<file path="src/rtl/synth_cfg_pkg.sv">
package synth_cfg_pkg;
  localparam int MUL_W   = 9;
  localparam int DIV_W   = 2;
  localparam int TST_W   = 2;
  localparam int FRAME_W = TST_W + 1 + DIV_W + MUL_W;
  localparam int DIV_LO  = MUL_W;
  localparam int GAP_POS = MUL_W + DIV_W;
  localparam int TST_LO  = GAP_POS + 1;

  typedef struct packed {
    logic parLoad;
    logic shiftEn;
    logic serXfer;
  } cfgStrobe_t;
endpackage

</file>
<file path="src/rtl/cfg_sync.sv">
module cfg_sync #(
  parameter int W = 1,
  parameter int STAGES = 2,
  parameter logic [W-1:0] RST_VAL = '0
) (
  input  logic         clk,
  input  logic         rst_n,
  input  logic [W-1:0] din,
  output logic [W-1:0] dout
);
  logic [W-1:0] stg [STAGES];

  always_ff @(posedge clk or negedge rst_n) begin
    if (!rst_n) begin
      for (int i = 0; i < STAGES; i++) stg[i] <= RST_VAL;
    end else begin
      stg[0] <= din;
      for (int i = 1; i < STAGES; i++) stg[i] <= stg[i-1];
    end
  end

  assign dout = stg[STAGES-1];
endmodule

</file>
<file path="src/rtl/cfg_ctrl.sv">
module cfg_ctrl
  import synth_cfg_pkg::*;
(
  input  logic       clk,
  input  logic       rst_n,
  input  logic       strobeS,
  input  logic       sclkS,
  input  logic       sloadS,
  output cfgStrobe_t strb,
  output logic       parMode
);
  logic strobePrev, sclkPrev, sloadPrev;
  logic strobeRise, clkRise, ldRise, serActive;

  always_ff @(posedge clk or negedge rst_n) begin
    if (!rst_n) begin
      strobePrev <= 1'b1;
      sclkPrev   <= 1'b0;
      sloadPrev  <= 1'b0;
    end else begin
      strobePrev <= strobeS;
      sclkPrev   <= sclkS;
      sloadPrev  <= sloadS;
    end
  end

  assign strobeRise = strobeS & ~strobePrev;
  assign clkRise    = sclkS & ~sclkPrev;
  assign ldRise     = sloadS & ~sloadPrev;
  assign serActive  = strobeS & ~strobeRise;

  always_comb begin
    strb.parLoad = ~strobeS | strobeRise;
    strb.shiftEn = serActive & clkRise;
    strb.serXfer = serActive & sloadS & (clkRise | ldRise);
  end

  assign parMode = ~strobeS;
endmodule

</file>
<file path="src/rtl/cfg_datapath.sv">
module cfg_datapath
  import synth_cfg_pkg::*;
#(
  parameter int MUL_MIN = 10,
  parameter int MUL_MAX = 28,
  parameter int MUL_RST = 16
) (
  input  logic               clk,
  input  logic               rst_n,
  input  cfgStrobe_t         strb,
  input  logic               parMode,
  input  logic [MUL_W-1:0]   parMulS,
  input  logic [DIV_W-1:0]   parDivS,
  input  logic               serBit,
  input  logic               fbDivIn,
  input  logic               outClkIn,
  output logic [MUL_W-1:0]   mulVal,
  output logic [DIV_W-1:0]   divSel,
  output logic [TST_W-1:0]   testSel,
  output logic               testOut,
  output logic               mulOutOfRange,
  output logic [FRAME_W-1:0] shiftVal
);
  logic [FRAME_W-1:0] shiftReg, shiftNext;

  assign shiftNext = strb.shiftEn ? {shiftReg[FRAME_W-2:0], serBit} : shiftReg;

  always_ff @(posedge clk or negedge rst_n) begin
    if (!rst_n) shiftReg <= '0;
    else        shiftReg <= shiftNext;
  end

  always_ff @(posedge clk or negedge rst_n) begin
    if (!rst_n) begin
      mulVal  <= MUL_W'(MUL_RST);
      divSel  <= '0;
      testSel <= '0;
    end else if (strb.parLoad) begin
      mulVal  <= parMulS;
      divSel  <= parDivS;
    end else if (strb.serXfer) begin
      mulVal  <= shiftNext[MUL_W-1:0];
      divSel  <= shiftNext[DIV_LO +: DIV_W];
      testSel <= shiftNext[TST_LO +: TST_W];
    end
  end

  always_comb begin
    if (parMode) testOut = 1'b0;
    else begin
      case (testSel)
        2'b00:   testOut = 1'b0;
        2'b01:   testOut = shiftReg[FRAME_W-1];
        2'b10:   testOut = fbDivIn;
        default: testOut = outClkIn;
      endcase
    end
  end

  assign mulOutOfRange = (mulVal < MUL_W'(MUL_MIN)) || (mulVal > MUL_W'(MUL_MAX));
  assign shiftVal = shiftReg;
endmodule

</file>
<file path="src/rtl/synth_cfg_if.sv">
module synth_cfg_if
  import synth_cfg_pkg::*;
#(
  parameter int MUL_MIN = 10,
  parameter int MUL_MAX = 28,
  parameter int MUL_RST = 16,
  parameter int SYNC_STAGES = 2
) (
  input  logic             clk,
  input  logic             rst_n,
  input  logic             parStrobe,
  input  logic [MUL_W-1:0] parMul,
  input  logic [DIV_W-1:0] parDiv,
  input  logic             serClk,
  input  logic             serData,
  input  logic             serLoad,
  input  logic             divRstReq,
  input  logic             fbDivIn,
  input  logic             outClkIn,
  output logic [MUL_W-1:0] mulVal,
  output logic [DIV_W-1:0] divSel,
  output logic [TST_W-1:0] testSel,
  output logic             testOut,
  output logic             mulOutOfRange,
  output logic             divRstOut
);
  localparam int CTL_W = 5;
  localparam int PAR_W = MUL_W + DIV_W;

  logic [CTL_W-1:0]   ctlS;
  logic [PAR_W-1:0]   parS;
  logic [MUL_W-1:0]   parMulS;
  logic [DIV_W-1:0]   parDivS;
  logic               strobeS, sclkS, sdataS, sloadS;
  cfgStrobe_t         strb;
  logic               parMode;
  logic [FRAME_W-1:0] shiftVal;

  cfg_sync #(.W(CTL_W), .STAGES(SYNC_STAGES), .RST_VAL(5'b10000)) i_ctlSync (
    .clk(clk), .rst_n(rst_n),
    .din({parStrobe, serClk, serData, serLoad, divRstReq}),
    .dout(ctlS));

  cfg_sync #(.W(PAR_W), .STAGES(SYNC_STAGES), .RST_VAL('0)) i_parSync (
    .clk(clk), .rst_n(rst_n),
    .din({parMul, parDiv}),
    .dout(parS));

  assign {strobeS, sclkS, sdataS, sloadS, divRstOut} = ctlS;
  assign {parMulS, parDivS} = parS;

  cfg_ctrl i_ctrl (
    .clk(clk), .rst_n(rst_n),
    .strobeS(strobeS), .sclkS(sclkS), .sloadS(sloadS),
    .strb(strb), .parMode(parMode));

  cfg_datapath #(.MUL_MIN(MUL_MIN), .MUL_MAX(MUL_MAX), .MUL_RST(MUL_RST)) i_dp (
    .clk(clk), .rst_n(rst_n), .strb(strb), .parMode(parMode),
    .parMulS(parMulS), .parDivS(parDivS), .serBit(sdataS),
    .fbDivIn(fbDivIn), .outClkIn(outClkIn),
    .mulVal(mulVal), .divSel(divSel), .testSel(testSel), .testOut(testOut),
    .mulOutOfRange(mulOutOfRange), .shiftVal(shiftVal));
endmodule

</file>
<file path="config.mk">
export PLATFORM = sky130hd
export DESIGN_NAME = synth_cfg_if
export DESIGN_NICKNAME = d
export VERILOG_FILES = /design/src/rtl/synth_cfg_pkg.sv /design/src/rtl/cfg_sync.sv /design/src/rtl/cfg_ctrl.sv /design/src/rtl/cfg_datapath.sv /design/src/rtl/synth_cfg_if.sv
export SDC_FILE = /design/constraint.sdc
export NUM_CORES = 1
export LEC_CHECK = 0
export ABC_CLOCK_PERIOD_IN_PS = 2630
export BUFFER_PORTS_ARGS = -buffer_cell sky130_fd_sc_hd__clkbuf_2
export CAP_MARGIN = 20
export CORE_UTILIZATION = 52
export DETAILED_ROUTE_END_ITERATION = 7
export PLACE_DENSITY = 0.74
export SYNTH_ARGS = -nofsm -noshare
export SYNTH_HDL_FRONTEND = slang
export SYNTH_HIERARCHICAL = 1
export SYNTH_SLANG_ARGS = --single-unit
</file>
<file path="constraint.sdc">
create_clock -name clk -period 2.63 [get_ports clk]
set_clock_uncertainty 0.2 [all_clocks]
set_input_delay 0.1315 -clock clk [delete_from_list [all_inputs] [get_ports clk]]
set_output_delay 0.1315 -clock clk [all_outputs]
set_load 0.02 [all_outputs]
</file>
Word-level counts from Yosys, hierarchy flattened
Index checks and enable logic that the tools add are counted.

operators by class
  $lt $le $gt $ge = 2
  eq/ne operators = 2
  muxes and demuxes = 7
  bitwise operators = 15
  reductions and logical operators = 4

operator list
  operator            number
  $mux 9              2
  $mux 14             1
  $gt 9x5->1 const B  1
  $lt 9x4->1 const B  1
  $and 1x1->1         7
  $not 1->1           6
  $mux 2              2
  $pmux 1 s3          1
  $eq 2x1->1 const B  1
  $eq 2x2->1 const B  1
  $logic_not 2->1     1
  $or 1x1->1          2
  $reduce_and 2->1    1
  $reduce_bool 2->1   1
  $logic_or 1x1->1    1
  $mux 1              1

storage, ports and cells
  bits in registers = 62
  input bits = 20
  output and inout bits = 16
  logic and storage cells = 42

Depth between registers and ports, before layout
  depth after elaboration = 8
  mapped depth = 7
  gate-level depth less buffers = 5

Modules after synthesis
The synthesis kept the hierarchy.

modules (own cells, without submodules)
  module                 instances  cells each  area an instance (um^2)  seq. area each (um^2)
  cfg_datapath           1          89          1166.1                   676.9
  cfg_sync at i_parSync  1          33          633.1                    550.5
  cfg_sync at i_ctlSync  1          15          290.3                    252.7
  cfg_ctrl               1          9           115.1                    76.3

Least setup slack after synthesis
OpenSTA, ideal clock, no wires.

  path kind = register to register
  start = reg i_ctlSync.stg, in the netlist i_ctlSync/dout[4]
  end = reg i_dp.testSel[0]
  library setup time = 0.125 ns
  data arrival time = 1.738 ns
  data required time = 2.305 ns
  setup slack = 0.567 ns
  cell stages (with the launch flop) = 7
  buffers on the path = 2
  period minus slack after synthesis = 2.063 ns
  cells stage by stage = dfstp_2 buf_4 nand2_1 nor2_1 buf_6 mux2_4 mux2_2

RTL lines
  item                  RTL line            text
  start, declared       cfg_sync.sv:11      logic [W-1:0] stg [STAGES];
  end signal, assigned  cfg_datapath.sv:44  testSel <= shiftNext[TST_LO +: TST_W];
  end, declared         cfg_datapath.sv:19  output logic [TST_W-1:0] testSel,

==> summary.txt <==
Critical path
  – Endpoint kind of the worst setup timing path: register
  – Stage delay of the slowest cell on the critical path: 0.55 ns
  – Critical path fanouts, max: 14
  – Critical path start-end classification: reg2reg
  – Crit path buffers/inverters: 1
  – Depth of the most critical reg-to-reg path: 6
  – Start of the worst register-to-register path: i_ctlSync/dout[4]
  – Register-to-register path setup slack: ~0.71 ns
  – Worst-path cell with the longest stage delay: dfstp_2
  – Worst path arrival time: roughly 1.9 ns
  – Cell type group with the largest total delay on the critical path: multiplexers
  – R2R Path End: i_dp/mulVal[1]
  – Startpoint type of the worst setup path: register
  – CP required: between 2 and 3 ns
  – Ordered cell list for the critical path: nand2_1 > nor2_1 > buf_4 > mux2_2 > mux2i_1 > o21ai_1

Placed design
  – Placed cell areas: between 2000 and 2500 um^2
  – GP Congestion: ~0.76
  – DPL Wire Length: between 2000 and 2500 um
  – Count of input and output buffers: 35

Detailed routing
  – Count of vias placed by the detailed router: approximately 1200
  – Total DRC errors in the routed layout: 0
  – Antenna violation net count after detailed routing: 0
  – Number of vias per cell: around 4.9
  – Iteration count of the initial detailed-routing pass: 4
  – Detailed-route wire length: 3253 um
  – Routed wire length per instance: roughly 13 um
  – First DRT Iteration DRCs: 42

Global route
  – Total track usage: between 10% and 20%
  – Via count of the first global-routing pass: 1283
  – GR Util met3: just under 9%
  – Wire length of the first global-routing pass: between 5000 and 6000 um
  – GR met2 Demand/Resource: 30.88%
  – Remaining Overflow, GRT: 0
  – Most used routing layer: met2
  – GR Util met1: between 10% and 20%
  – Initial antenna violation count: 0
  – Maximum number of pins on one net before global-route repair: 29

Clock tree
  – Postcts setup bufs: 0
  – Cts bufs inserted: 9
  – Clock root cell: clkbuf_8
  – Clock Tree Buf Depth: 2
  – TritonCTS clock tree: yes
  – Reg clk slew, reported paths: about 0.080 ns
  – Post-cts gate resize count: 0
  – Hold Buf Count CTS: 17
  – Clock latency of the later-clocked register in the worst-skew pair: about 0.34 ns
  – TritonCTS Sinks: 62
  – Depth of the CTS H-tree: 3

STA
  – RSZ-0062 raised after global routing: no
  – Final TNS setup: 0 ns
  – Number of setup violations in the final report: 0
  – Post-route minimum period: 1.922 ns
  – Final hold violation count: 0
  – Tightest hold margin: 0.1381 ns
  – Post-route fraction of the period consumed by the critical path: around 73%
  – Number of pins with negative max-slew slack in the final report: 0
  – Worst-Margin Slew: 0.6380 ns
  – Highest achievable clock rate: 0.5203 GHz
  – Headroom to the max-slew limit: 57.47%

Worst hold path
  – Worst min-delay path startpoint: i_parSync/stg[21]
  – Path type of the worst min-delay path: reg2reg
  – Sink of the worst hold path: i_parSync/dout[10]
  – Number of instances on the worst hold path: 0

Logic synthesis
  – Number of warnings reported in the yosys synthesis log: 6
  – Post-synthesis instance area: between 2000 and 2500 um^2
  – Net Count, Synth: 166
  – Post-synth cell types: 24
  – Register bit total from synthesis: 62
  – Cells after Synth: about 150
  – Average footprint of a synthesized cell: ~15 um^2
  – Proportion of synthesized chip area in sequential cells: roughly 71%

Pwr
  – Leakage power of the design: roughly 1.3 nW
  – Largest vdd supply drop: ~0.00051 V
  – Total power divided by cell area: ~750 nW/um^2

Floorplan
  – Width of the die: about 67 um
  – Floorplan core area: between 4000 and 5000 um^2
  – Number of primary I/O pins: 36
  – Initial core utilization: between 50 and 60%
  – Site Rows: 23
  – Area enclosed by the die boundary: 4504 um^2
  – Die height: around 67 um

Finish
  – Count of antenna diodes in the layout: 0
  – Cell area after layout: about 2700 um^2
  – Fraction of layout cells with a size suffix above 1: just under 40%
  – Area growth, synth to finish: 22.64%
  – Number of nets in the final layout: 214

Job
  – Max-capacitance violation count: 0

Status
  – Outcome: finished, final reports clean
[registers in the layout, summed over array words and instances, names as in the netlist]
signal / flops
i_ctlSync/dout: 5
i_ctlSync/stg: 5
i_ctrl/sclkPrev: 1
i_ctrl/sloadPrev: 1
i_ctrl/strobePrev: 1
i_dp/divSel: 2
i_dp/mulVal: 9
i_dp/shiftVal: 14
i_dp/testSel: 2
i_parSync/dout: 11
i_parSync/stg: 11
[per-layer routing]
| metal | vias up | part of all wire (%) |
|---|---|---|
| met5 | - | 0 |
| met4 | 0 | 2.2 |
| met3 | 11 | 4.5 |
| met2 | 34 | 56 |
| met1 | 593 | 37 |
| li1 | 573 | - |
[power breakdown]
part	switching [mW]	internal [mW]	total, mW
sequential	0.0362	1.02	1.06
combinational	0.0890	0.0854	0.174
clock	0.363	0.439	0.803
[cell usage after synthesis]
| cell type | count | area [um^2] |
|---|---|---|
| dfrtp_1 | 58 | 1451 |
| o2111ai_1 | 1 | 8.760 |
| o21ai_0 | 6 | 30.03 |
| nand3_1 | 1 | 5.000 |
| buf_2 | 1 | 5.000 |
| buf_6 | 1 | 11.26 |
| nand3b_1 | 1 | 7.510 |
| a21oi_1 | 1 | 5.000 |
| mux2_4 | 4 | 60.06 |
| dfstp_2 | 4 | 105.1 |
| clkbuf_1 | 2 | 7.510 |
| mux2_2 | 13 | 146.4 |
| o21a_1 | 1 | 7.510 |
| nor4_1 | 1 | 6.260 |
| o21ai_1 | 5 | 25.02 |
| mux2i_1 | 11 | 110.1 |
| nand2_1 | 13 | 48.80 |
| nand2b_1 | 1 | 6.260 |
| a21oi_2 | 1 | 8.760 |
| nand2b_4 | 1 | 13.76 |
| buf_4 | 16 | 120.1 |
| nor2_1 | 1 | 3.750 |
| o211ai_1 | 1 | 7.510 |
| inv_1 | 1 | 3.750 |
[final cells by class]
type                            count  area [um^2]
Timing Repair Buffer               57        382.9
Fill cell                         284         1325
Clock inverter                      7        73.82
Sequential cell                    62         1556
Inverter                            1        3.754
Tap cell                           50        62.56
Clock buffer                        9        123.9
Multi-Input combinational cell     63        500.5
[placed cells by master (no fill, tap or decap), types with 2 or more instances in the layout]
master and instances:
buf_4 5, clkbuf_2 35, clkbuf_8 9, clkinv_2 2, clkinv_4 2, dfrtp_1 58
dfstp_2 4, dlygate4sd3_1 17, mux2_2 13, mux2_4 4, mux2i_1 11, nand2_1 13
o21ai_0 6, o21ai_1 5
[metrics by stage]
step,cells,setup slack (ns),utilization [%],power (mW)
after floorplan,146,0.5669,-,1.176
after global placement,216,0.7931,57.98,1.224
after detailed placement,216,0.7172,57.98,1.233
after CTS,249,0.6872,67.11,2.065
after global routing,249,0.5739,67.11,2.130
final,249,0.7080,67.11,2.038
[worst max path at each step]
stage	startpoint	endpoint	slack, ns	depth (start not counted)
after floorplan	i_ctlSync/dout[4]	i_dp/testSel[0]	0.57	6
after global placement	i_ctlSync/dout[4]	i_dp/mulVal[8]	0.79	6
after detailed placement	i_ctlSync/dout[4]	i_dp/mulVal[1]	0.72	6
after CTS	i_dp/mulVal[8]	mulOutOfRange	0.69	3
after global routing	i_ctlSync/dout[4]	i_dp/mulVal[1]	0.57	6
final	i_ctlSync/dout[4]	i_dp/mulVal[1]	0.71	6
[worst register-to-register path: cells and delay by family (launching register included)]
kind / cells / cell delay, ns
muxes: 2 / 0.56
buffers and inverters: 1 / 0.23
AOI/OAI and AO/OA: 1 / 0.08
DFF: 1 / 0.55
and+or+nand+nor: 2 / 0.18
[cell families (layout without fill, tap and decap cells)]
logic type,count (synthesis),in the layout,synth area share (%)
AO/OA/AOI/OAI,16,16,4.200
buffers and inverters,21,74,6.697
multiplexers,28,28,14.36
AND/OR/NAND/NOR,19,19,4.143
flip-flops,62,62,70.60
(Power assumes the default switching activity.)
